==> src/rtl/ppg_pkg.sv <==
package ppg_pkg;

  typedef enum logic [2:0] {
    ADDR_CTRL = 3'd0,
    ADDR_CLK  = 3'd1,
    ADDR_STAT = 3'd2,
    ADDR_PER  = 3'd3,
    ADDR_DUTY = 3'd4,
    ADDR_CNT  = 3'd5
  } regAddr_e;

  localparam int unsigned MaxShift = 9;

  typedef struct packed {
    logic       run;
    logic       oneShot;
    logic       pol;
    logic       clrCnt;
    logic [2:0] clkSel;
  } ppgStrb_s;

  function automatic int unsigned divShift(input logic [2:0] sel);
    case (sel)
      3'd0:    return 0;
      3'd1:    return 1;
      3'd2:    return 2;
      3'd3:    return 3;
      3'd4:    return 5;
      3'd5:    return 7;
      default: return MaxShift;
    endcase
  endfunction

endpackage

==> src/rtl/ppg_prescaler.sv <==
module ppg_prescaler #(
  parameter int PRE_W = 9
) (
  input  logic       clk,
  input  logic       rstN,
  input  logic       run,
  input  logic       restart,
  input  logic [2:0] sel,
  output logic       tick
);
  import ppg_pkg::*;

  logic [PRE_W-1:0] preCnt;
  logic [PRE_W-1:0] mask;

  always_comb begin
    mask = PRE_W'((32'd1 << divShift(sel)) - 32'd1);
    tick = run && ((preCnt & mask) == mask);
  end

  always_ff @(posedge clk or negedge rstN) begin
    if (!rstN)                preCnt <= '0;
    else if (!run || restart) preCnt <= '0;
    else                      preCnt <= preCnt + 1'b1;
  end

endmodule

==> src/rtl/ppg_datapath.sv <==
module ppg_datapath #(
  parameter int CNT_W = 16,
  parameter int PRE_W = 9
) (
  input  logic             clk,
  input  logic             rstN,
  input  ppg_pkg::ppgStrb_s strb,
  input  logic [CNT_W-1:0] periodBuf,
  input  logic [CNT_W-1:0] dutyBuf,
  output logic             aMatch,
  output logic             shotDone,
  output logic [CNT_W-1:0] cnt,
  output logic [CNT_W-1:0] periodAct,
  output logic             pwmOut
);
  logic             tick;
  logic [CNT_W-1:0] dutyAct;

  ppg_prescaler #(.PRE_W(PRE_W)) u_pre (
    .clk    (clk),
    .rstN   (rstN),
    .run    (strb.run),
    .restart(strb.clrCnt),
    .sel    (strb.clkSel),
    .tick   (tick)
  );

  always_comb begin
    aMatch   = tick && !strb.clrCnt && (cnt == periodAct);
    shotDone = aMatch && strb.oneShot;
    pwmOut   = strb.pol ^ (strb.run && (cnt >= dutyAct));
  end

  always_ff @(posedge clk or negedge rstN) begin
    if (!rstN) begin
      cnt       <= '0;
      periodAct <= '0;
      dutyAct   <= '0;
    end else begin
      if (!strb.run || strb.clrCnt) cnt <= '0;
      else if (aMatch)              cnt <= '0;
      else if (tick)                cnt <= cnt + 1'b1;
      if (!strb.run || aMatch) begin
        periodAct <= periodBuf;
        dutyAct   <= dutyBuf;
      end
    end
  end

endmodule

==> src/rtl/ppg_ctrl.sv <==
module ppg_ctrl #(
  parameter int CNT_W = 16
) (
  input  logic              clk,
  input  logic              rstN,
  input  logic              wrEn,
  input  logic [2:0]        addr,
  input  logic [CNT_W-1:0]  wrData,
  output logic [CNT_W-1:0]  rdData,
  input  logic              aMatch,
  input  logic              shotDone,
  input  logic [CNT_W-1:0]  cnt,
  output ppg_pkg::ppgStrb_s strb,
  output logic [CNT_W-1:0]  periodBuf,
  output logic [CNT_W-1:0]  dutyBuf,
  output logic              irqFlag,
  output logic              irq
);
  import ppg_pkg::*;

  logic       runBit, polBit, irqEn, clrPend;
  logic [1:0] mode;
  logic [2:0] clkSel;
  logic       wrCtrl, wrClk, wrStat, wrPer, wrDuty;

  always_comb begin
    wrCtrl = wrEn && (addr == ADDR_CTRL);
    wrClk  = wrEn && (addr == ADDR_CLK);
    wrStat = wrEn && (addr == ADDR_STAT);
    wrPer  = wrEn && (addr == ADDR_PER);
    wrDuty = wrEn && (addr == ADDR_DUTY);
  end

  always_ff @(posedge clk or negedge rstN) begin
    if (!rstN) begin
      runBit    <= 1'b0;
      mode      <= 2'b00;
      polBit    <= 1'b0;
      irqEn     <= 1'b0;
      clrPend   <= 1'b0;
      clkSel    <= 3'd0;
      irqFlag   <= 1'b0;
      periodBuf <= '0;
      dutyBuf   <= '0;
    end else begin
      clrPend <= wrCtrl && wrData[4];
      if (wrCtrl) begin
        runBit <= wrData[0];
        mode   <= wrData[2:1];
        polBit <= wrData[3];
        irqEn  <= wrData[5];
      end else if (shotDone) begin
        runBit <= 1'b0;
      end
      if (wrClk)  clkSel    <= wrData[2:0];
      if (wrPer)  periodBuf <= wrData;
      if (wrDuty) dutyBuf   <= wrData;
      if (aMatch)                   irqFlag <= 1'b1;
      else if (wrStat && wrData[0]) irqFlag <= 1'b0;
    end
  end

  always_comb begin
    strb.run     = runBit;
    strb.oneShot = (mode == 2'b01);
    strb.pol     = polBit;
    strb.clrCnt  = clrPend;
    strb.clkSel  = clkSel;
    irq          = irqFlag && irqEn;
  end

  always_comb begin
    rdData = '0;
    case (addr)
      ADDR_CTRL: begin
        rdData[0]   = runBit;
        rdData[2:1] = mode;
        rdData[3]   = polBit;
        rdData[5]   = irqEn;
      end
      ADDR_CLK:  rdData[2:0] = clkSel;
      ADDR_STAT: rdData[0]   = irqFlag;
      ADDR_PER:  rdData      = periodBuf;
      ADDR_DUTY: rdData      = dutyBuf;
      ADDR_CNT:  rdData      = cnt;
      default:   rdData      = '0;
    endcase
  end

endmodule

==> src/rtl/ppg_timer.sv <==
module ppg_timer #(
  parameter int CNT_W = 16
) (
  input  logic             clk,
  input  logic             rstN,
  input  logic             wrEn,
  input  logic [2:0]       addr,
  input  logic [CNT_W-1:0] wrData,
  output logic [CNT_W-1:0] rdData,
  output logic             pwmOut,
  output logic             irq
);
  localparam int PreW = ppg_pkg::MaxShift;

  ppg_pkg::ppgStrb_s strb;
  logic              aMatch, shotDone, irqFlag;
  logic [CNT_W-1:0]  cnt, periodAct, periodBuf, dutyBuf;

  ppg_ctrl #(.CNT_W(CNT_W)) u_ctrl (
    .clk      (clk),
    .rstN     (rstN),
    .wrEn     (wrEn),
    .addr     (addr),
    .wrData   (wrData),
    .rdData   (rdData),
    .aMatch   (aMatch),
    .shotDone (shotDone),
    .cnt      (cnt),
    .strb     (strb),
    .periodBuf(periodBuf),
    .dutyBuf  (dutyBuf),
    .irqFlag  (irqFlag),
    .irq      (irq)
  );

  ppg_datapath #(.CNT_W(CNT_W), .PRE_W(PreW)) u_dp (
    .clk      (clk),
    .rstN     (rstN),
    .strb     (strb),
    .periodBuf(periodBuf),
    .dutyBuf  (dutyBuf),
    .aMatch   (aMatch),
    .shotDone (shotDone),
    .cnt      (cnt),
    .periodAct(periodAct),
    .pwmOut   (pwmOut)
  );

endmodule

==> config.mk <==
export PLATFORM = sky130hd
export DESIGN_NAME = ppg_timer
export DESIGN_NICKNAME = d
export VERILOG_FILES = /design/src/rtl/ppg_pkg.sv /design/src/rtl/ppg_prescaler.sv /design/src/rtl/ppg_datapath.sv /design/src/rtl/ppg_ctrl.sv /design/src/rtl/ppg_timer.sv
export SDC_FILE = /design/constraint.sdc
export NUM_CORES = 1
export LEC_CHECK = 0
export BUFFER_PORTS_ARGS = -buffer_cell sky130_fd_sc_hd__buf_4
export CAP_MARGIN = 15
export CORE_MARGIN = 2
export CORE_UTILIZATION = 55
export CTS_BUF_LIST = sky130_fd_sc_hd__clkbuf_16
export CTS_CLUSTER_SIZE = 28
export DETAILED_ROUTE_END_ITERATION = 8
export GPL_ROUTABILITY_DRIVEN = 0
export PLACE_DENSITY_LB_ADDON = 0.3
export SLEW_MARGIN = 20
export SYNTH_ARGS = -nofsm -noshare
export SYNTH_HDL_FRONTEND = slang
export SYNTH_HIERARCHICAL = 1
export SYNTH_SLANG_ARGS = --single-unit
==> constraint.sdc <==
create_clock -name clk -period 4.2 [get_ports clk]
set_input_delay 0.84 -clock clk [delete_from_list [all_inputs] [get_ports clk]]
set_output_delay 0.84 -clock clk [all_outputs]
set_load 0.02 [all_outputs]
# After elaboration in Yosys (flattened, before gate mapping)
# Index checks and enable logic that the tools add are counted.
# W data, S select, Z words.
word_totals:
  input_bits: 22
  elab_cells: 70
  reg_bits: 99
  output_inout_bits: 18
op_classes:
  muxes: 15
  n_shift: 1
  eq_ne: 13
  n_lt_le_gt_ge: 1
  reduce_logical: 22
  bitwise: 2
  n_addsub: 3
op_table:
  columns: ["operator", "n"]
  rows:
  - ["$mux W16", 3]
  - ["$pmux W10 S3", 1]
  - ["$pmux W4 S6", 1]
  - ["$add A16 B1 Y16 const B", 1]
  - ["$eq A16 B16 Y1", 1]
  - ["$ge A16 B16 Y1", 1]
  - ["$logic_and A1 B1 Y1", 13]
  - ["$eq A3 B2 Y1 const B", 4]
  - ["$eq A3 B3 Y1 const B", 4]
  - ["$pmux W2 S5", 1]
  - ["$add A9 B1 Y9 const B", 1]
  - ["$and A9 B9 Y9", 1]
  - ["$eq A9 B9 Y1", 1]
  - ["$mux W9", 1]
  - ["$shl A1 B4 Y9 const A", 1]
  - ["$sub A9 B1 Y9 const B", 1]
  - ["$pmux W1 S4", 2]
  - ["$eq A3 B1 Y1 const B", 2]
  - ["$logic_not A3 Y1", 2]
  - ["$pmux W1 S6", 1]
  - ["$mux W1", 4]
  - ["$reduce_bool A2 Y1", 2]
  - ["$pmux W1 S3", 1]
  - ["$reduce_bool A3 Y1", 1]
  - ["other kinds (4)", 6]

# Depth between registers and ports, before layout
logic_depth:
  ltp_word: 12
  depth_mapped: 13
  mapped_depth_nobuf: 13

# By module
# The synthesis kept the hierarchy.
by_module_without_submodules:
  columns: ["module", "seq_area_each_um2", "cells_each", "area_each_um2", "n_inst"]
  rows:
  - ["ppg_datapath", 1201.2, 231, 2581.2, 1]
  - ["ppg_ctrl", 1051.0, 173, 2177.1, 1]
  - ["ppg_prescaler", 225.2, 58, 508.0, 1]

# Worst setup path after synthesis
# No wires, ideal clock.
synth_path:
  kind: "flip-flop to flip-flop"
  from: "register u_ctrl.clkSel[2]"
  to: "register u_dp.dutyAct[15]"
  path_buffers: 1
  arrival_ps: 3020
  path_stages_with_launch: 13
  setup_slack_ps: 1055
  cell_sequence: "dfrtp_1 nor3_1 inv_1 ha_1 nor2b_1 a21oi_1 a311oi_1 nor3_1 inv_1 or4_4 o21ai_4 buf_6 mux2_2"
synth_via:
  elab_chain_len: 10
  elab_cells_between_ends: 15
  classes_between: "1 x add/sub; 6 x eq/ne; 1 x shift; 1 x mux; 1 x bitwise; 5 x reduce/logical"
synth_rtl:
  columns: ["item", "line", "text"]
  rows:
  - ["start, declared", "ppg_ctrl.sv:23", "logic [2:0] clkSel;"]
  - ["start signal, assigned", "ppg_ctrl.sv:55", "if (wrClk) clkSel <= wrData[2:0];"]
  - ["$eq A3 B3 Y1 (tied with other cells)", "ppg_pkg.sv:23", "case (sel)"]
  - ["$pmux W4 S6 (*)", "ppg_pkg.sv:23", null]
  - ["$shl A1 B4 Y9 (*)", "ppg_prescaler.sv:17", "mask = PRE_W'((32'd1 << divShift(sel)) - 32'd1);"]
  - ["$sub A9 B1 Y9 (*)", "ppg_prescaler.sv:17", null]
  - ["$and A9 B9 Y9", "ppg_prescaler.sv:18", "tick = run && ((preCnt & mask) == mask);"]
  - ["$eq A9 B9 Y1 (*)", "ppg_prescaler.sv:18", null]
  - ["$logic_and A1 B1 Y1 (*)", "ppg_prescaler.sv:18", null]
  - ["via u_dp.tick", "ppg_datapath.sv:16", "logic tick;"]
  - ["$logic_and A1 B1 Y1 (*) (2 in a row)", "ppg_datapath.sv:29", "aMatch = tick && !strb.clrCnt && (cnt == periodAct);"]
  - ["$logic_or A1 B1 Y1 (*)", "ppg_datapath.sv:43", "if (!strb.run || aMatch) begin"]
  - ["end signal, assigned", "ppg_datapath.sv:45", "dutyAct <= dutyBuf;"]
  - ["end, declared", "ppg_datapath.sv:17", "logic [CNT_W-1:0] dutyAct;"]
# Mark *: on every way through the listed nets, which the timed path passes. The rest lies on a longest branch.
# A chain may end at the register's enable or synchronous reset.

# Worst setup path after layout
layout_path:
  from: "register u_ctrl.clkSel[2]"
  to: "register u_dp.dutyAct[9]"
# The elaborated chain is that of the path after synthesis.

==> out/metrics.yaml <==
finalSetupTns_ns: 0
async_reset_ff_share_pct: 100
cp.required_ns: 4.42
core_area_um2: 9280
num_rows: 35
synthesis.nets: 503
port-buffer-count: 39
wirelength_um: 11400
cts.repair.resized: 0
clock_path_buffers: 2
use_met2_pct: 39.7
utilization_pct: 63.5
finalHoldViolCount: 0
busiest_layer: "met2"
relSlewSlack_pct: 51.7
die_h_um: 102
placed_cell_area_um2: 5610
grt_pass1_wl_um: 19000
synth_top_area_cell: "dfrtp_1"
final_nets: 538
ys_ff_latch: 99
avgSynthCellArea_um2: 11.4
cts_setup_buffers: 0
drc: 0
max_freq_mhz: 272
drive_above_1_share_pct: 27.3
synth_edf_count: 0
worst_slew_pin_slew_ns: 0.718
syn_area_um2: 5270
critPathKind: "flop to flop"
fin_crit_ns: 3.67
cts_buffers: 9
grtUsageTotal_pct: 23.9
seqCellArea_um2: 2480
synth_cell_type_count: 50
ir_drop_v: 0.000281
finalSetupViolCount: 0
seq_area_frac_synth_pct: 47.0
syn_to_final_growth_pct: 11.9
worstHoldPathType: "input port to async pin"
multi_input_area_um2: 2560
dpl.hpwl_um: 7960
synth_top_area_share_pct: 47.0
leakagePower_nw: 2.67
final_area_um2: 5890
netlist_top_cells_count: "99 x dfrtp_1, 60 x mux2_2, 33 x nor2_1, 30 x nand2_1, 21 x inv_1"
synth.most_common_cell: "dfrtp_1"
grt_pass1_vias: 3682
via_count: 3598
drtPass1Iterations: 4
grt_antenna_before_repair: 0
powerDensity_nw_per_um2: 479
gr-usage-met3_pct: 5.06
tritoncts: "yes"
ys_top_cells_by_area: "dfrtp_1 47%, mux2_2 13%, ha_1 4.5%, xnor2_1 3.3%, mux2_4 3.1%"
place_ws_ns: 0.658
yosysWarningCount: 6
rsz0062_at_grt: "false"
h-tree-depth: 3
initial_core_util_pct: 56.7
die_area_um2: 10400
grt_max_degree: 42
status: "complete, no violations"
ios: 40
syn_inst: 462
min_period_over_period_pct: 87.5
path_clk_slew_ns: 0.07
use_met1_pct: 31.7
drtIter0Drc: 151
hold_ws_ns: 0.423
cp-end-kind: "flop"
fin_skew_ns: 0.00701
dominantRegCellSynth: "dfrtp_1"
timing.final.ws_setup_ns: 0.526
clock-sinks: 99
path_max_fanout: 16
grt_remaining_overflow: 0
fill_cells: 740
die_width_um: 102
routed_via_density: 5.71
finalMaxSlewViolations: 0
cp.arrival_ns: 3.90
n_antenna_cell: 0
cts.hold.buffers_added: 0
start_kind: "flop"
clockRootBuffer: "clkbuf_16"
worstSkewPairLatency_ns: 0.34
cap_violations: 0
wire_per_inst_um: 18.1
postRouteAntennaNets: 0
==> cell usage in the layout (no fill, tap or decap), drive strengths merged, types with 2 or more instances in the layout <==
cell and n:
o22ai 3, and2 3, a211oi 3, nor4 4, buf 44, o21ai 22, nand4 7, xor2 18
and3 5, nor3b 5, nor2 33, nand2 31, nand3 11, xnor2 20, a211o 2, clkbuf 9
o211ai 2, mux2 73, nor2b 4, dfrtp 99, inv 25, ha 19, a21oi 13, nor3 8
nand2b 5, mux2i 16
==> final timing paths <==
check                      cells past startpoint                         endpoint                          from  slack [ns]
hold reg to reg                                1      u_dp/dutyAct[2]$_DFFE_PN0P_   u_dp/dutyAct[2]$_DFFE_PN0P_        0.49
min in group clk                               1      u_dp/dutyAct[2]$_DFFE_PN0P_   u_dp/dutyAct[2]$_DFFE_PN0P_        0.49
setup reg to reg                              12      u_dp/dutyAct[9]$_DFFE_PN0P_  u_ctrl/clkSel[2]$_DFFE_PN0P_        0.53
max in group asynchronous                      2  u_ctrl/periodBuf[6]$_DFFE_PN0P_                          rstN        2.93
hold / removal                                 1   u_dp/u_pre/preCnt[7]$_DFF_PN0_                          rstN        0.42
setup / recovery                              12      u_dp/dutyAct[9]$_DFFE_PN0P_  u_ctrl/clkSel[2]$_DFFE_PN0P_        0.53
==> critical path, cell delays in order, from the launching register on <==
cell and delay (ns):
dfrtp_1 0.48, nor3_1 0.30, inv_1 0.08, ha_1 0.22, nor2b_1 0.13, a21oi_1 0.13, a311oi_1 0.06, nor3_1 0.54
inv_1 0.19, or4_4 0.62, o21ai_4 0.17, buf_4 0.26, mux2_2 0.37
==> through the flow <==
stage | total power, W | std cells
floorplan | 0.00184 | 462
global placement | 0.00200 | 615
detailed placement | 0.00205 | 615
CTS | 0.00285 | 630
global route | 0.00299 | 630
finish | 0.00282 | 630
==> state kept, by name, indices dropped and copies added (netlist names) <==
name and flops:
u_ctrl/polBit 1, u_ctrl/clrPend 1, u_dp/dutyAct 16, u_ctrl/irqFlag 1, u_ctrl/runBit 1, u_ctrl/mode 2, u_dp/cnt 16, u_ctrl/dutyBuf 16
u_ctrl/irqEn 1, u_ctrl/periodBuf 16, u_dp/u_pre/preCnt 9, u_ctrl/clkSel 3, u_dp/periodAct 16
==> kinds of logic after synthesis <==
family / after synthesis / share of synthesized area (%)
xor+xnor: 38 / 6.32
compound gates: 54 / 6.32
simple gates: 122 / 12.0
flops: 99 / 47.0
fa+ha+maj: 19 / 4.51
mux: 89 / 19.4
buf+inv: 41 / 4.32
==> cell type report <==
type                    instances  area share (%)
multi-input cells             322            43.5
well taps                     129            2.74
flip-flops and latches         99            42.1
inverters                      21            1.34
clock inverters                 6           0.956
clock buffers                   9            3.82
repair buffers                 44            5.61
==> where the power goes <==
part           internal [W]  switching (W)  leakage (nW)
Clock              0.000412       0.000373         0.136
Combinational      0.000369       0.000323          1.29
Sequential          0.00117       0.000175          1.24
Total               0.00195       0.000872          2.67
==> routing by layer <==
metal	wire length (µm)	part of all wire, %
met1	5080	45
met4	280	2.5
met2	5580	49
met3	465	4.1
met5	0	0
Note: power is estimated with default switching activity, not from simulation.
